===== src/rtl/moesi_pkg.sv =====
package moesi_pkg;

    typedef enum logic [2:0] {
        ST_I = 3'b000,
        ST_S = 3'b001,
        ST_E = 3'b010,
        ST_O = 3'b011,
        ST_M = 3'b100
    } line_st_t;

    typedef enum logic [1:0] {
        BUS_RD   = 2'b00,
        BUS_RDX  = 2'b01,
        BUS_WB   = 2'b10,
        BUS_NONE = 2'b11
    } bus_cmd_t;

    typedef enum logic [1:0] {
        FSM_IDLE = 2'b00,
        FSM_WB   = 2'b01,
        FSM_REQ  = 2'b10
    } fsm_t;

    typedef struct packed {
        logic     flush;
        line_st_t next;
    } snoop_act_t;

    function automatic logic is_dirty(line_st_t s);
        return (s == ST_M) || (s == ST_O);
    endfunction

    function automatic logic is_valid(line_st_t s);
        return s != ST_I;
    endfunction

    // a hit that needs no bus traffic
    function automatic logic hit_is_local(line_st_t s, logic wr);
        if (wr)
            return (s == ST_E) || (s == ST_M);
        return s != ST_I;
    endfunction

    // remote reaction: dirty copies supply data, ownership survives a plain read
    function automatic snoop_act_t snoop_react(line_st_t cur, logic [1:0] cmd);
        snoop_act_t a;
        a.flush = is_dirty(cur);
        if (cmd == BUS_RDX) begin
            a.next = ST_I;
        end else begin
            case (cur)
                ST_M:    a.next = ST_O;
                ST_E:    a.next = ST_S;
                default: a.next = cur;
            endcase
        end
        return a;
    endfunction

endpackage


===== src/rtl/moesi_line_store.sv =====
module moesi_line_store
    import moesi_pkg::*;
#(
    parameter int SETS = 4,
    parameter int TAGW = 4,
    parameter int DW   = 8
) (
    input  logic                     clk,
    input  logic                     rst,
    input  logic [$clog2(SETS)-1:0]  ra_idx,
    output line_st_t                 ra_st,
    output logic [TAGW-1:0]          ra_tag,
    output logic [DW-1:0]            ra_data,
    input  logic [$clog2(SETS)-1:0]  rb_idx,
    output line_st_t                 rb_st,
    output logic [TAGW-1:0]          rb_tag,
    output logic [DW-1:0]            rb_data,
    input  logic                     wa_en,
    input  logic [$clog2(SETS)-1:0]  wa_idx,
    input  line_st_t                 wa_st,
    input  logic [TAGW-1:0]          wa_tag,
    input  logic [DW-1:0]            wa_data,
    input  logic                     wb_en,
    input  logic [$clog2(SETS)-1:0]  wb_idx,
    input  line_st_t                 wb_st
);
    localparam int IW = $clog2(SETS);

    line_st_t        st_q   [SETS];
    logic [TAGW-1:0] tag_q  [SETS];
    logic [DW-1:0]   data_q [SETS];

    assign ra_st   = st_q[ra_idx];
    assign ra_tag  = tag_q[ra_idx];
    assign ra_data = data_q[ra_idx];
    assign rb_st   = st_q[rb_idx];
    assign rb_tag  = tag_q[rb_idx];
    assign rb_data = data_q[rb_idx];

    // processor-side port wins a same-set collision
    always_ff @(posedge clk) begin
        if (rst) begin
            for (int k = 0; k < SETS; k++) begin
                st_q[k]   <= ST_I;
                tag_q[k]  <= '0;
                data_q[k] <= '0;
            end
        end else begin
            for (int k = 0; k < SETS; k++) begin
                if (wa_en && wa_idx == IW'(k)) begin
                    st_q[k]   <= wa_st;
                    tag_q[k]  <= wa_tag;
                    data_q[k] <= wa_data;
                end else if (wb_en && wb_idx == IW'(k)) begin
                    st_q[k] <= wb_st;
                end
            end
        end
    end
endmodule


===== src/rtl/moesi_snoop_unit.sv =====
module moesi_snoop_unit
    import moesi_pkg::*;
#(
    parameter int TAGW = 4,
    parameter int DW   = 8
) (
    input  logic            snp_valid,
    input  logic [1:0]      snp_cmd,
    input  logic [TAGW-1:0] snp_tag,
    input  line_st_t        ln_st,
    input  logic [TAGW-1:0] ln_tag,
    input  logic [DW-1:0]   ln_data,
    output logic            snp_shared,
    output logic            snp_flush,
    output logic            snp_owner,
    output logic [DW-1:0]   snp_data,
    output logic            upd_en,
    output line_st_t        upd_st
);
    snoop_act_t act;
    logic       known_cmd;
    logic       hit;

    always_comb begin
        act        = snoop_react(ln_st, snp_cmd);
        known_cmd  = (snp_cmd == BUS_RD) || (snp_cmd == BUS_RDX);
        hit        = snp_valid && known_cmd && is_valid(ln_st) && (ln_tag == snp_tag);
        snp_shared = hit;
        snp_flush  = hit && act.flush;
        snp_owner  = hit && act.flush;
        snp_data   = (hit && act.flush) ? ln_data : '0;
        upd_en     = hit && (act.next != ln_st);
        upd_st     = act.next;
    end
endmodule


===== src/rtl/moesi_cpu_fsm.sv =====
module moesi_cpu_fsm
    import moesi_pkg::*;
#(
    parameter int AW   = 6,
    parameter int DW   = 8,
    parameter int SETS = 4
) (
    input  logic                          clk,
    input  logic                          rst,
    input  logic                          cpu_valid,
    input  logic                          cpu_write,
    input  logic [AW-1:0]                 cpu_addr,
    input  logic [DW-1:0]                 cpu_wdata,
    output logic                          cpu_ready,
    output logic                          cpu_done,
    output logic [DW-1:0]                 cpu_rdata,
    output logic [$clog2(SETS)-1:0]       ln_idx,
    input  line_st_t                      ln_st,
    input  logic [AW-$clog2(SETS)-1:0]    ln_tag,
    input  logic [DW-1:0]                 ln_data,
    output logic                          wr_en,
    output line_st_t                      wr_st,
    output logic [AW-$clog2(SETS)-1:0]    wr_tag,
    output logic [DW-1:0]                 wr_data,
    output logic                          bus_req,
    output logic [1:0]                    bus_cmd,
    output logic [AW-1:0]                 bus_addr,
    output logic [DW-1:0]                 bus_wdata,
    input  logic                          bus_ack,
    input  logic [DW-1:0]                 bus_rdata,
    input  logic                          bus_shared_in
);
    localparam int IW   = $clog2(SETS);
    localparam int TAGW = AW - IW;

    fsm_t            fsm_q;
    logic            we_q;
    logic [TAGW-1:0] tag_q;
    logic [IW-1:0]   idx_q;
    logic [DW-1:0]   wd_q;
    logic            done_q;
    logic [DW-1:0]   rdata_q;

    logic [TAGW-1:0] cur_tag;
    logic [IW-1:0]   cur_idx;
    logic            hit;
    logic            local_hit;

    always_comb begin
        cur_tag   = cpu_addr[AW-1:IW];
        cur_idx   = cpu_addr[IW-1:0];
        ln_idx    = (fsm_q == FSM_IDLE) ? cur_idx : idx_q;
        hit       = is_valid(ln_st) && (ln_tag == cur_tag);
        local_hit = hit && hit_is_local(ln_st, cpu_write);
    end

    always_comb begin
        bus_req   = fsm_q != FSM_IDLE;
        bus_cmd   = BUS_NONE;
        bus_addr  = '0;
        bus_wdata = '0;
        if (fsm_q == FSM_WB) begin
            bus_cmd   = BUS_WB;
            bus_addr  = {ln_tag, idx_q};
            bus_wdata = ln_data;
        end else if (fsm_q == FSM_REQ) begin
            bus_cmd  = we_q ? BUS_RDX : BUS_RD;
            bus_addr = {tag_q, idx_q};
        end
    end

    always_comb begin
        wr_en   = 1'b0;
        wr_st   = ST_I;
        wr_tag  = ln_tag;
        wr_data = ln_data;
        case (fsm_q)
            FSM_IDLE: begin
                if (cpu_valid && local_hit && cpu_write) begin
                    wr_en   = 1'b1;
                    wr_st   = ST_M;
                    wr_tag  = cur_tag;
                    wr_data = cpu_wdata;
                end
            end
            FSM_WB: begin
                if (bus_ack) begin
                    wr_en = 1'b1;
                    wr_st = ST_I;
                end
            end
            FSM_REQ: begin
                if (bus_ack) begin
                    wr_en   = 1'b1;
                    wr_tag  = tag_q;
                    wr_st   = we_q ? ST_M : (bus_shared_in ? ST_S : ST_E);
                    wr_data = we_q ? wd_q : bus_rdata;
                end
            end
            default: ;
        endcase
    end

    always_ff @(posedge clk) begin
        if (rst) begin
            fsm_q   <= FSM_IDLE;
            we_q    <= 1'b0;
            tag_q   <= '0;
            idx_q   <= '0;
            wd_q    <= '0;
            done_q  <= 1'b0;
            rdata_q <= '0;
        end else begin
            done_q <= 1'b0;
            case (fsm_q)
                FSM_IDLE: begin
                    if (cpu_valid) begin
                        we_q  <= cpu_write;
                        tag_q <= cur_tag;
                        idx_q <= cur_idx;
                        wd_q  <= cpu_wdata;
                        if (local_hit) begin
                            done_q  <= 1'b1;
                            rdata_q <= cpu_write ? cpu_wdata : ln_data;
                        end else if (!hit && is_dirty(ln_st)) begin
                            fsm_q <= FSM_WB;
                        end else begin
                            fsm_q <= FSM_REQ;
                        end
                    end
                end
                FSM_WB: begin
                    if (bus_ack)
                        fsm_q <= FSM_REQ;
                end
                FSM_REQ: begin
                    if (bus_ack) begin
                        done_q  <= 1'b1;
                        rdata_q <= wr_data;
                        fsm_q   <= FSM_IDLE;
                    end
                end
                default: fsm_q <= FSM_IDLE;
            endcase
        end
    end

    assign cpu_ready = fsm_q == FSM_IDLE;
    assign cpu_done  = done_q;
    assign cpu_rdata = rdata_q;
endmodule


===== src/rtl/moesi_cache_ctrl.sv =====
module moesi_cache_ctrl
    import moesi_pkg::*;
#(
    parameter int AW   = 6,
    parameter int DW   = 8,
    parameter int SETS = 4
) (
    input  logic          clk,
    input  logic          rst,
    input  logic          cpu_valid,
    input  logic          cpu_write,
    input  logic [AW-1:0] cpu_addr,
    input  logic [DW-1:0] cpu_wdata,
    output logic          cpu_ready,
    output logic          cpu_done,
    output logic [DW-1:0] cpu_rdata,
    output logic          bus_req,
    output logic [1:0]    bus_cmd,
    output logic [AW-1:0] bus_addr,
    output logic [DW-1:0] bus_wdata,
    input  logic          bus_ack,
    input  logic [DW-1:0] bus_rdata,
    input  logic          bus_shared_in,
    input  logic          snp_valid,
    input  logic [1:0]    snp_cmd,
    input  logic [AW-1:0] snp_addr,
    output logic          snp_shared,
    output logic          snp_flush,
    output logic          snp_owner,
    output logic [DW-1:0] snp_data
);
    localparam int IW   = $clog2(SETS);
    localparam int TAGW = AW - IW;

    logic [IW-1:0]   c_idx;
    line_st_t        c_st;
    logic [TAGW-1:0] c_tag;
    logic [DW-1:0]   c_data;
    line_st_t        s_st;
    logic [TAGW-1:0] s_tag;
    logic [DW-1:0]   s_data;
    logic            c_wen;
    line_st_t        c_wst;
    logic [TAGW-1:0] c_wtag;
    logic [DW-1:0]   c_wdata;
    logic            s_wen;
    line_st_t        s_wst;

    moesi_line_store #(.SETS(SETS), .TAGW(TAGW), .DW(DW)) u_store (
        .clk     (clk),
        .rst     (rst),
        .ra_idx  (c_idx),
        .ra_st   (c_st),
        .ra_tag  (c_tag),
        .ra_data (c_data),
        .rb_idx  (snp_addr[IW-1:0]),
        .rb_st   (s_st),
        .rb_tag  (s_tag),
        .rb_data (s_data),
        .wa_en   (c_wen),
        .wa_idx  (c_idx),
        .wa_st   (c_wst),
        .wa_tag  (c_wtag),
        .wa_data (c_wdata),
        .wb_en   (s_wen),
        .wb_idx  (snp_addr[IW-1:0]),
        .wb_st   (s_wst)
    );

    moesi_snoop_unit #(.TAGW(TAGW), .DW(DW)) u_snoop (
        .snp_valid  (snp_valid),
        .snp_cmd    (snp_cmd),
        .snp_tag    (snp_addr[AW-1:IW]),
        .ln_st      (s_st),
        .ln_tag     (s_tag),
        .ln_data    (s_data),
        .snp_shared (snp_shared),
        .snp_flush  (snp_flush),
        .snp_owner  (snp_owner),
        .snp_data   (snp_data),
        .upd_en     (s_wen),
        .upd_st     (s_wst)
    );

    moesi_cpu_fsm #(.AW(AW), .DW(DW), .SETS(SETS)) u_fsm (
        .clk           (clk),
        .rst           (rst),
        .cpu_valid     (cpu_valid),
        .cpu_write     (cpu_write),
        .cpu_addr      (cpu_addr),
        .cpu_wdata     (cpu_wdata),
        .cpu_ready     (cpu_ready),
        .cpu_done      (cpu_done),
        .cpu_rdata     (cpu_rdata),
        .ln_idx        (c_idx),
        .ln_st         (c_st),
        .ln_tag        (c_tag),
        .ln_data       (c_data),
        .wr_en         (c_wen),
        .wr_st         (c_wst),
        .wr_tag        (c_wtag),
        .wr_data       (c_wdata),
        .bus_req       (bus_req),
        .bus_cmd       (bus_cmd),
        .bus_addr      (bus_addr),
        .bus_wdata     (bus_wdata),
        .bus_ack       (bus_ack),
        .bus_rdata     (bus_rdata),
        .bus_shared_in (bus_shared_in)
    );
endmodule


===== config.mk =====
export PLATFORM = sky130hd
export DESIGN_NAME = moesi_cache_ctrl
export DESIGN_NICKNAME = d
export VERILOG_FILES = /design/src/rtl/moesi_pkg.sv /design/src/rtl/moesi_line_store.sv /design/src/rtl/moesi_snoop_unit.sv /design/src/rtl/moesi_cpu_fsm.sv /design/src/rtl/moesi_cache_ctrl.sv
export SDC_FILE = /design/constraint.sdc
export NUM_CORES = 1
export LEC_CHECK = 0
export BUFFER_PORTS_ARGS = -buffer_cell sky130_fd_sc_hd__buf_2
export CAP_MARGIN = 20
export CORE_ASPECT_RATIO = 1.1
export CORE_MARGIN = 2
export CORE_UTILIZATION = 59
export CTS_BUF_LIST = sky130_fd_sc_hd__clkbuf_16
export DETAILED_ROUTE_END_ITERATION = 8
export GPL_TIMING_DRIVEN = 0
export HOLD_SLACK_MARGIN = 0.08
export PLACE_DENSITY = 0.79
export SKIP_LAST_GASP = 1
export SYNTH_ARGS = -nofsm -noshare
export SYNTH_HDL_FRONTEND = slang
export SYNTH_HIERARCHICAL = 1
export SYNTH_SLANG_ARGS = --single-unit

===== constraint.sdc =====
create_clock -name clk -period 5.65 [get_ports clk]
set_clock_uncertainty 0.2 [all_clocks]
set_input_delay 1.13 -clock clk [delete_from_list [all_inputs] [get_ports clk]]
set_output_delay 1.13 -clock clk [all_outputs]
set_load 0.01 [all_outputs]

==> results by group, run 1 <==
Routing
  • Vias: 4882
  • Post-route DRC: 0
  • DR iter-0 viols: 426
  • Routed len/inst: 21.5 microns
  • Drt pass-1 iters: 5
  • DRT Wirelength: 16100 microns
  • DR vias/cell: about 6.5
  • Final ANT Viol Nets: 0

Worst setup path
  • Reg2Reg Depth: 14
  • Worst setup SP type: flop
  • Top cell family by delay on the critical path: simple AND/OR/NAND/NOR gates
  • CP startpoint: u_fsm/fsm_q[1]$_SDFFE_PP0P_
  • R2R Setup Slk: about 0.46 ns
  • CP most frequent cell: clkbuf_2
  • Worst path cell trace: inv_1 -> ha_1 -> clkbuf_2 -> mux2_2 -> buf_2 -> buf_4 -> mux4_2 -> xnor2_1 -> and4_1 -> clkbuf_2 -> nand3_1 -> a21oi_4 -> nor3b_2 -> or2_2
  • Worst path slowest cell: mux4_2
  • CP required: approximately 5.5 ns
  • CP Max Fanout: 15
  • CP max stage delay: 0.60 ns
  • Buf/Inv on CP: 5
  • Worst r2r src: u_fsm/fsm_q[1]$_SDFFE_PP0P_
  • FF-to-FF End: u_store/data_q[0][7]$_SDFFCE_PN0P_
  • Critical path endpoint category: flop
  • Kind of critical path: flop to flop
  • Critical path arrival: 5.00 ns

Clock network
  • Worst-Skew Late Latency: about 0.35 ns
  • H-tree depth: 3
  • Post-CTS Setup Inserts: 0
  • CTS tree: built
  • CTS Buf Count: 9
  • Worst-path clk slew: 0.07 ns
  • Clock buffer depth: 2
  • CTS Root Buffer Type: clkbuf_16
  • # hold bufs at CTS: 0
  • Number of sinks on the clock net: 86

Hold path
  • Worst hold start: u_fsm/wd_q[0]$_SDFFE_PP0P_
  • WHS Endpoint: u_fsm/wd_q[0]$_SDFFE_PP0P_
  • Worst hold path class: flop to flop
  • Hold depth: 2

Timing
  • RSZ-0062 raised after global routing: false
  • Final number of hold-violating endpoints: 0
  • Final min period: between 5 and 6 ns
  • Period utilization: about 92%
  • Total Negative Setup Slacks: 0 ns
  • Max frequency: 193 MHz
  • Slew HR: 32.6%
  • # setup viols final: 0
  • Slew @ Worst Pin: 1.00 ns
  • Slew Limit Fails: 0

Synthesis
  • #FFs+latches synth: 86
  • Top cell type's share of synthesized area: about a third
  • Seq/Total Area, Yosys: 41.6%
  • Number of synthesized flops with an enable pin: 60
  • Yosys warning count: 6
  • Post-synth top area cell: edfxtp_1
  • Post-synth ARST share: 0%
  • Ranking of synthesized cells by area: edfxtp_1 (32%), mux4_2 (12%), dfxtp_1 (9.3%)
  • Syn_area_per_cell: 10.3 sq um
  • Mapped Nets: between 500 and 600
  • Cells after synthesis: between 500 and 600
  • Yosys cell types: 62
  • Netlist Area Pre-Place: 5590 sq um
  • Main synth FF type: edfxtp_1

Floorplanning
  • I/O pin total: 75
  • Die Width: 96.8 microns
  • Die span in y: 106 microns
  • Rows: 37
  • Die Area: 10300 sq um
  • Core region area: 9310 sq um
  • Initial Util: 60.0%

Layout
  • # diodes: 0
  • Nets@finish: 668
  • Area Overhead vs Synth: 15.1%
  • Design Area, Final: 6430 sq um
  • Share of cells above drive strength 1: 26.1%

GRT
  • GRT Total Usage: 31.9%
  • Largest net degree at the start of global routing: 17
  • Total grt overflow: 0
  • First-pass GRT wire length: roughly 25000 microns
  • Initial antenna violation count: 0
  • Vias in the first global route: between 4000 and 5000

Power and ir drop
  • VDD IR max: approximately 0.19 mV
  • Part of the power in registers: between 30% and 40%
  • Net Switching: 1.00 mW
  • P_leak: 2.49 nW
  • Pwr/cell area: 395 nW/um^2
  • Int Power: 1.54 mW
  • Sw frac: 39.5%
  • Clock power frac: 24.2%
  • Comb power frac: 43.5%

Run status
  • Status: completed

Placed design
  • Cell Area, Placed: 6100 sq um
  • Gpl congestion: 0.941
  • Input/output buffers: 73
  • DP HPWL: between 10000 and 15000 microns

Flow run
  • Max_cap viols: 0
==> power groups by stage <==
stage	logic, mW	clock network, mW	registers, mW
6_report	1.10	0.614	0.819
5_1_grt	1.19	0.642	0.829
4_1_cts	1.08	0.619	0.818
3_5_place_dp	1.07	0	0.832
3_3_place_gp	1.04	0	0.824
2_1_floorplan	0.741	0	0.829
==> metal layers <==
layer | up-vias | global-route usage (%) | routed length (microns)
met2 | 325 | 53.6 | 8020
met3 | 41 | 4.08 | 1650
met5 | - | 0 | 0
li1 | 2196 | - | -
met4 | 0 | 13.2 | 431
met1 | 2320 | 42.2 | 5980
==> registers in the layout, indices dropped and copies added (netlist names) <==
| signal | cells |
|---|---|
| u_store/data_q | 32 |
| u_store/tag_q | 16 |
| u_store/st_q | 12 |
| u_fsm/cpu_rdata | 8 |
| u_fsm/wd_q | 8 |
| u_fsm/tag_q | 4 |
| u_fsm/fsm_q | 2 |
| u_fsm/idx_q | 2 |
| u_fsm/cpu_done | 1 |
| u_fsm/we_q | 1 |
==> cell type report <==
class	instances	area, sq um
Timing Repair Buffer	74	370
Tap cell	117	146
Clock inverter	7	78.8
Fill cell	728	2880
Buffer	33	171
Multi-Input combinational cell	398	3020
Inverter	24	90.1
Clock buffer	9	225
Sequential cell	86	2320
==> what timing repair did <==
| item | in CTS | in global routing |
|---|---|---|
| gates cloned | 0 | 0 |
| endpoints found under the setup margin | 97 | 58 |
| gates resized for setup | 2 | 7 |
| pin swaps | 0 | 0 |
==> stage by stage <==
| step | util (%) | hold slack [ns] | std cells | setup slack (ns) | total power [mW] |
|---|---|---|---|---|---|
| finish | 69.1 | 0.259 | 748 | 0.459 | 2.54 |
| floorplan | - | 0.236 | 542 | 0.919 | 1.57 |
| global placement | 65.5 | 0.243 | 732 | -0.253 | 1.87 |
| CTS | 68.9 | 0.263 | 747 | 0.176 | 2.51 |
| global route | 69.1 | 0.288 | 748 | 0.203 | 2.66 |
| detailed placement | 65.5 | 0.254 | 732 | -0.359 | 1.90 |
==> worst reg2reg max path, stage by stage (launching register included) <==
cell and delay (ns):
dfxtp_1 0.41, inv_1 0.08, ha_1 0.20, clkbuf_2 0.27, mux2_2 0.44, buf_2 0.28, buf_4 0.29, mux4_2 0.60
xnor2_1 0.21, and4_1 0.27, clkbuf_2 0.28, nand3_1 0.19, a21oi_4 0.34, nor3b_2 0.39, or2_2 0.41
==> placed cells by master, fill, tap and decap left out, types with 10 or more instances in the layout <==
cell and count:
and2_1 63, nand3_1 11, mux4_2 30, dfxtp_1 26, a21oi_1 31, inv_1 21
o21ai_0 15, o32ai_1 10, nand2_1 78, nor4_1 13, clkbuf_1 15, edfxtp_1 60
nor3_1 10, nor2_1 20, buf_2 81
==> how the worst max path moves through the flow <==
stage | endpoint | cells past startpoint
finish | u_store/data_q[0][7]$_SDFFCE_PN0P_ | 14
global route | u_store/tag_q[0][2]$_SDFFCE_PN0P_ | 14
CTS | u_store/tag_q[0][1]$_SDFFCE_PN0P_ | 15
detailed placement | u_store/data_q[0][4]$_SDFFCE_PN0P_ | 15
global placement | u_store/data_q[0][2]$_SDFFCE_PN0P_ | 15
floorplan | u_store/data_q[0][0]$_SDFFCE_PN0P_ | 15
==> cells by family after synthesis <==
kind of cell | count (synthesis) | share of synthesized area, %
muxes | 42 | 14.4
AOI/OAI and AO/OA | 103 | 13.1
and+or+nand+nor | 241 | 23.9
xor gates and xnor gates | 7 | 1.23
DFF | 86 | 41.6
buffers and inverters | 58 | 4.70
adders and majority gates | 5 | 1.12
==> Yosys cell counts (7+ instances only) <==
cell and count:
o32ai_1 10, nor3_1 10, o32a_1 7, nor4_1 13
nor2_1 20, and2_1 63, nand2_1 80, a32o_1 9
mux4_2 30, mux2_2 9, clkbuf_1 18, a22oi_1 7
dfxtp_1 26, inv_1 21, nand2b_1 8, edfxtp_1 60
buf_2 8, o21ai_0 15, a21oi_1 32, nand3_1 11
Note: power is estimated with default switching activity, not from simulation.
==> run 2: changes to the inputs <==
RECOVER_POWER = 50   (was unset)
==> run 2 against run 1 <==
Fmax is 1.4% lower. Cell area shrank 0.56%. Count of clock-buffer cells in the layout did not move. Sequential share of layout area is 0.21 points higher. Total power fell by 0.23%. Wire length grew 0.55%. First-iteration DRC count rose by 7.5%. Global-route usage is the same. Combinational power barely moved. Cell count unchanged. Die area unchanged.
==> results by group, run 2 (synthesis results as in run 1) <==
Run status
  • Status: completed

Clock network
  • CTS Buf Count: 9
  • Number of sinks on the clock net: 86
  • Worst-Skew Late Latency: 0.35 ns
  • Clock buffer depth: 2
  • H-tree depth: 3
  • CTS tree: built
  • Worst-path clk slew: 0.07 ns
  • CTS Root Buffer Type: clkbuf_16
  • # hold bufs at CTS: 0

Layout
  • Nets@finish: 668
  • Design Area, Final: 6390 sq um
  • Commonest non-fill, non-tap cell in the layout: nand2_1
  • Reg with most FFs: u_store/data_q
  • Number of flip-flops in the largest register: 32
  • Leading cell types in the layout, fill and taps excluded: nand2_1 (78), edfxtp_1 (60), buf_2 (54)
  • Area Overhead vs Synth: 14.4%
  • Share of cells above drive strength 1: a little over a fifth
  • Biggest regs: u_store/data_q: 32 flops, u_store/tag_q: 16 flops, u_store/st_q: 12 flops
  • # diodes: 0

Hold path
  • Hold depth: 2
  • WHS Endpoint: u_fsm/wd_q[0]$_SDFFE_PP0P_
  • Worst hold path class: flop to flop
  • Worst hold start: u_fsm/wd_q[0]$_SDFFE_PP0P_

Routing
  • Post-route DRC: 0
  • DR vias/cell: roughly 6.5
  • Routed len/inst: 21.6 microns
  • Final ANT Viol Nets: 0
  • DRT Wirelength: 16200 microns
  • Drt pass-1 iters: 5
  • DR iter-0 viols: 458
  • Vias: slightly below 5000

Timing
  • Slew @ Worst Pin: 0.981 ns
  • Final min period: 5.26 ns
  • Period utilization: around 93%
  • Hold slack: ~0.26 ns
  • Final number of hold-violating endpoints: 0
  • # setup viols final: 0
  • RSZ-0062 raised after global routing: false
  • Max frequency: around 190 MHz
  • Worst Slack Setup Final: roughly 0.39 ns
  • Slew HR: between 30 and 40%
  • Slew Limit Fails: 0

Placed design
  • Gpl congestion: 0.941
  • Pre-CTS setup slack: -0.359 ns
  • Input/output buffers: 73
  • Cell Area, Placed: 6100 sq um
  • DP HPWL: 11800 microns

GRT
  • Initial antenna violation count: 0
  • GRT Total Usage: 31.9%
  • Vias in the first global route: 4704
  • Largest net degree at the start of global routing: 17
  • First-pass GRT wire length: roughly 25000 microns
  • Total grt overflow: 0

Worst setup path
  • R2R Setup Slk: 0.48 ns
  • FF-to-FF End: u_store/tag_q[0][2]$_SDFFCE_PN0P_
  • Top cell family by delay on the critical path: buffers and inverters
  • Worst setup SP type: input port
  • Reg2Reg Depth: 14
  • Worst path cell trace: buf_2 -> buf_2 -> clkbuf_2 -> mux4_2 -> xnor2_2 -> nand2b_1 -> nor4_1 -> buf_4 -> buf_2
  • CP Max Fanout: 10
  • Buf/Inv on CP: 5
  • CP required: 4.32 ns
  • Worst r2r src: u_fsm/fsm_q[1]$_SDFFE_PP0P_
  • Critical path endpoint category: primary output
  • Kind of critical path: input port to primary output
  • Critical path arrival: 3.93 ns
  • Worst path slowest cell: mux4_2
  • CP max stage delay: 0.61 ns
  • CP most frequent cell: buf_2

Floorplanning
  • Die span in y: around 110 microns
  • Initial Util: 60.0%
  • I/O pin total: 75
  • Core region area: 9310 sq um
  • Rows: 37
  • Die Area: 10300 sq um
  • Die Width: between 90 and 100 microns

Power and ir drop
  • VDD IR max: 0.191 mV
  • P_leak: 2.37 nW
  • Pwr/cell area: 396 nW/um^2

Flow run
  • Max_cap viols: 0
==> run 2: cell count changes in the layout (fill, tap and decap cells not counted), sizes merged <==
cell	previous run	this run
buf	88	60
clkbuf	28	56
==> run 2: cell type report <==
cell class	instances	area, sq um
Buffer	33	168
Clock buffer	9	225
Clock inverter	7	78.8
Fill cell	736	2910
Inverter	24	90.1
Multi-Input combinational cell	398	3020
Sequential cell	86	2320
Tap cell	117	146
Timing Repair Buffer	74	338
==> run 2: metrics by stage <==
step	TNS [ns]	util, %	total power [mW]	cells
after floorplan	0	-	1.57	542
after global placement	-8.72	65.5	1.87	732
final	0	68.7	2.53	748
after CTS	0	68.9	2.51	747
after detailed placement	-16.18	65.5	1.90	732
after global routing	0	68.7	2.65	748
==> run 2: layer usage <==
layer / global-route usage, % / up-vias / routed length, microns
li1: - / 2198 / -
met1: 42.2 / 2322 / 6260
met2: 53.6 / 307 / 7940
met3: 4.08 / 42 / 1480
met4: 13.2 / 0 / 492
met5: 0 / - / 0
==> run 2: tightest hold or removal path, stage by stage, from the launching register on <==
cell and delay (ns):
dfxtp_1 0.31, nand2_1 0.05, a21oi_1 0.05
==> run 2: how the worst max path moves through the flow <==
stage | start | to | slack [ns] | cells after the start
6_report | snp_addr[0] | snp_owner | 0.39 | 9
5_1_grt | snp_addr[0] | snp_owner | 0.15 | 9
4_1_cts | u_fsm/fsm_q[0]$_SDFFE_PP0P_ | u_store/tag_q[0][1]$_SDFFCE_PN0P_ | 0.18 | 15
3_5_place_dp | u_fsm/fsm_q[0]$_SDFFE_PP0P_ | u_store/data_q[0][4]$_SDFFCE_PN0P_ | -0.36 | 15
3_3_place_gp | u_fsm/fsm_q[0]$_SDFFE_PP0P_ | u_store/data_q[0][2]$_SDFFCE_PN0P_ | -0.25 | 15
2_1_floorplan | u_fsm/fsm_q[0]$_SDFFE_PP0P_ | u_store/data_q[0][0]$_SDFFCE_PN0P_ | 0.92 | 15
==> run 2: where the power goes <==
part	switching (mW)	internal [mW]	total, mW
combinational	0.689	0.404	1.09
clock	0.269	0.348	0.618
sequential	0.0489	0.771	0.820
==> run 2: repair_timing <==
item,CTS,global route
setup endpoints to repair,97,58
setup buffers,0,0
hold endpoints to repair,0,0
resized for setup,2,7
pin swaps,0,0
==> run 3: changes to the inputs <==
CTS_BUF_LIST = unset   (was sky130_fd_sc_hd__clkbuf_16)
==> run 3 against run 2 <==
Global-route usage is 0.13 points lower. Largest power group unchanged. Register-to-register slack worse by 0.10 ns. Total power decreased by 6.6%. Critical endpoint is now snp_data[7]. Sequential share of layout area is 0.75 points higher.
==> results by group, run 3 (synthesis results as in run 1) <==
Timing
  • Final min period: roughly 5.5 ns
  • Slew @ Worst Pin: 1.01 ns
  • Final number of hold-violating endpoints: 0
  • # setup viols final: 0
  • Slew HR: 32.1%
  • Slew Limit Fails: 0
  • Period utilization: 96.5%
  • Max frequency: 183 MHz
  • RSZ-0062 raised after global routing: false
  • Total Negative Setup Slacks: 0 ns

Power and ir drop
  • Total Power: 2.36 mW
  • Pwr/cell area: 378 nW/um^2
  • P_leak: 2.32 nW
  • VDD IR max: 0.157 mV

GRT
  • GRT Total Usage: 31.7%
  • First-pass GRT wire length: 25000 microns
  • Initial antenna violation count: 0
  • Largest net degree at the start of global routing: 17
  • Vias in the first global route: approximately 4700
  • Total grt overflow: 0

Worst setup path
  • Top cell family by delay on the critical path: buffers and inverters
  • Critical path arrival: between 4 and 5 ns
  • R2R Setup Slk: about 0.38 ns
  • Worst setup SP type: input port
  • CP required: between 4 and 5 ns
  • Reg2Reg Depth: 14
  • Critical path endpoint category: primary output
  • Worst path cell trace: buf_2 -> buf_2 -> clkbuf_2 -> mux4_2 -> buf_4 -> nor3b_4 -> o2111ai_1 -> nor4_1 -> clkbuf_1
  • Buf/Inv on CP: 5
  • CP Max Fanout: 10
  • CP most frequent cell: buf_2
  • CP max stage delay: 0.57 ns
  • Crit. path cell count: 9
  • Worst path slowest cell: nor4_1
  • Kind of critical path: input port to primary output

Layout
  • Fillcell total: approximately 770
  • Biggest regs: u_store/data_q: 32 flops, u_store/tag_q: 16 flops, u_store/st_q: 12 flops
  • Area Overhead vs Synth: 12.1%
  • Commonest non-fill, non-tap cell in the layout: nand2_1
  • Design Area, Final: 6260 sq um
  • Nets@finish: 668
  • Final core utilization: 67.3%
  • Leading cell types in the layout, fill and taps excluded: nand2_1 (79), edfxtp_1 (60), buf_2 (54)
  • # diodes: 0
  • Reg with most FFs: u_store/data_q
  • Number of flip-flops in the largest register: 32
  • Share of cells above drive strength 1: 21.4%

Floorplanning
  • Die Width: roughly 97 microns
  • Die Area: approximately 10000 sq um
  • Core region area: 9310 sq um
  • Die span in y: roughly 110 microns
  • Initial Util: 60.0%
  • I/O pin total: 75
  • Rows: 37

Flow run
  • Max_cap viols: 0

Placed design
  • DP HPWL: 11800 microns
  • Gpl congestion: about 0.94
  • Cell Area, Placed: ~6100 sq um
  • Input/output buffers: 73

Routing
  • Post-route DRC: 0
  • Routed len/inst: approximately 21 microns
  • DR vias/cell: 6.45
  • Routed length on met2: 8050 microns
  • Wire length on met3: 1400 microns
  • Final ANT Viol Nets: 0
  • DR iter-0 viols: 470
  • Drt pass-1 iters: 5
  • Vias: just under 5000
  • Top Layer Used: met4
  • DRT Wirelength: 16000 microns
  • Metal-1 WL: 6190 microns

Hold path
  • Worst hold path class: flop to flop
  • Hold depth: 2

Clock network
  • CTS Root Buffer Type: clkbuf_8
  • Worst-path clk slew: about 0.10 ns
  • CTS Buf Count: 9
  • Worst-Skew Late Latency: ~0.36 ns
  • Number of sinks on the clock net: 86
  • CTS tree: built
  • Clock buffer depth: 2
  • H-tree depth: 3
  • Post-CTS Setup Inserts: 0

Run status
  • Status: completed
## run 3: worst reg2reg max path: stages (launching register included)
cell	delay, ns
dfxtp_1	0.42
inv_1	0.09
ha_1	0.20
clkbuf_2	0.26
mux2_2	0.43
buf_2	0.27
buf_4	0.29
mux4_2	0.60
xnor2_1	0.21
and4_1	0.26
clkbuf_2	0.28
nand3_1	0.16
a21oi_2	0.45
nand3b_1	0.27
nand2_1	0.52
## run 3: path summary, 6_finish.rpt
kind	startpoint	endpoint
max reg2reg	u_fsm/fsm_q[1]$_SDFFE_PP0P_	u_store/tag_q[2][1]$_SDFFCE_PN0P_
max	snp_addr[0]	snp_data[7]
min	u_fsm/wd_q[0]$_SDFFE_PP0P_	u_fsm/wd_q[0]$_SDFFE_PP0P_
min reg2reg	u_fsm/wd_q[0]$_SDFFE_PP0P_	u_fsm/wd_q[0]$_SDFFE_PP0P_
## run 3: per-layer routing
metal  up-vias  GRT usage [%]
met2       284           53.1
met3        34           4.60
li1       2187              -
met5         -              0
met4         0           12.2
met1      2317           42.3
## run 3: cell type report
| class | count | area [sq um] | share of cell area, % |
|---|---|---|---|
| clock buffer | 9 | 124 | 1.98 |
| timing repair buffer | 74 | 337 | 5.37 |
| multi-input combinational | 398 | 3000 | 47.8 |
| tap | 117 | 146 | 2.34 |
| clock inverter | 7 | 78.8 | 1.26 |
| sequential | 86 | 2320 | 37.1 |
| inverter | 24 | 90.1 | 1.44 |
| buffer | 33 | 169 | 2.70 |
## run 3: per-stage QoR
| step | worst slack [ns] | hold slack, ns | std cells |
|---|---|---|---|
| finish | 0.200 | 0.264 | 748 |
| global route | 0.0550 | 0.293 | 748 |
| CTS | 0.192 | 0.267 | 747 |
| detailed placement | -0.359 | 0.254 | 732 |
| global placement | -0.253 | 0.243 | 732 |
| floorplan | 0.919 | 0.236 | 542 |
## run 3: report_power, final
| part | switching (mW) | total [mW] | internal [mW] |
|---|---|---|---|
| sequential | 0.0484 | 0.819 | 0.770 |
| combinational | 0.681 | 1.08 | 0.401 |
| clock | 0.253 | 0.463 | 0.210 |
## run 3: repair_timing
item,CTS,global route
resized for setup,2,5
hold buffers,0,0
setup endpoints to repair,94,58
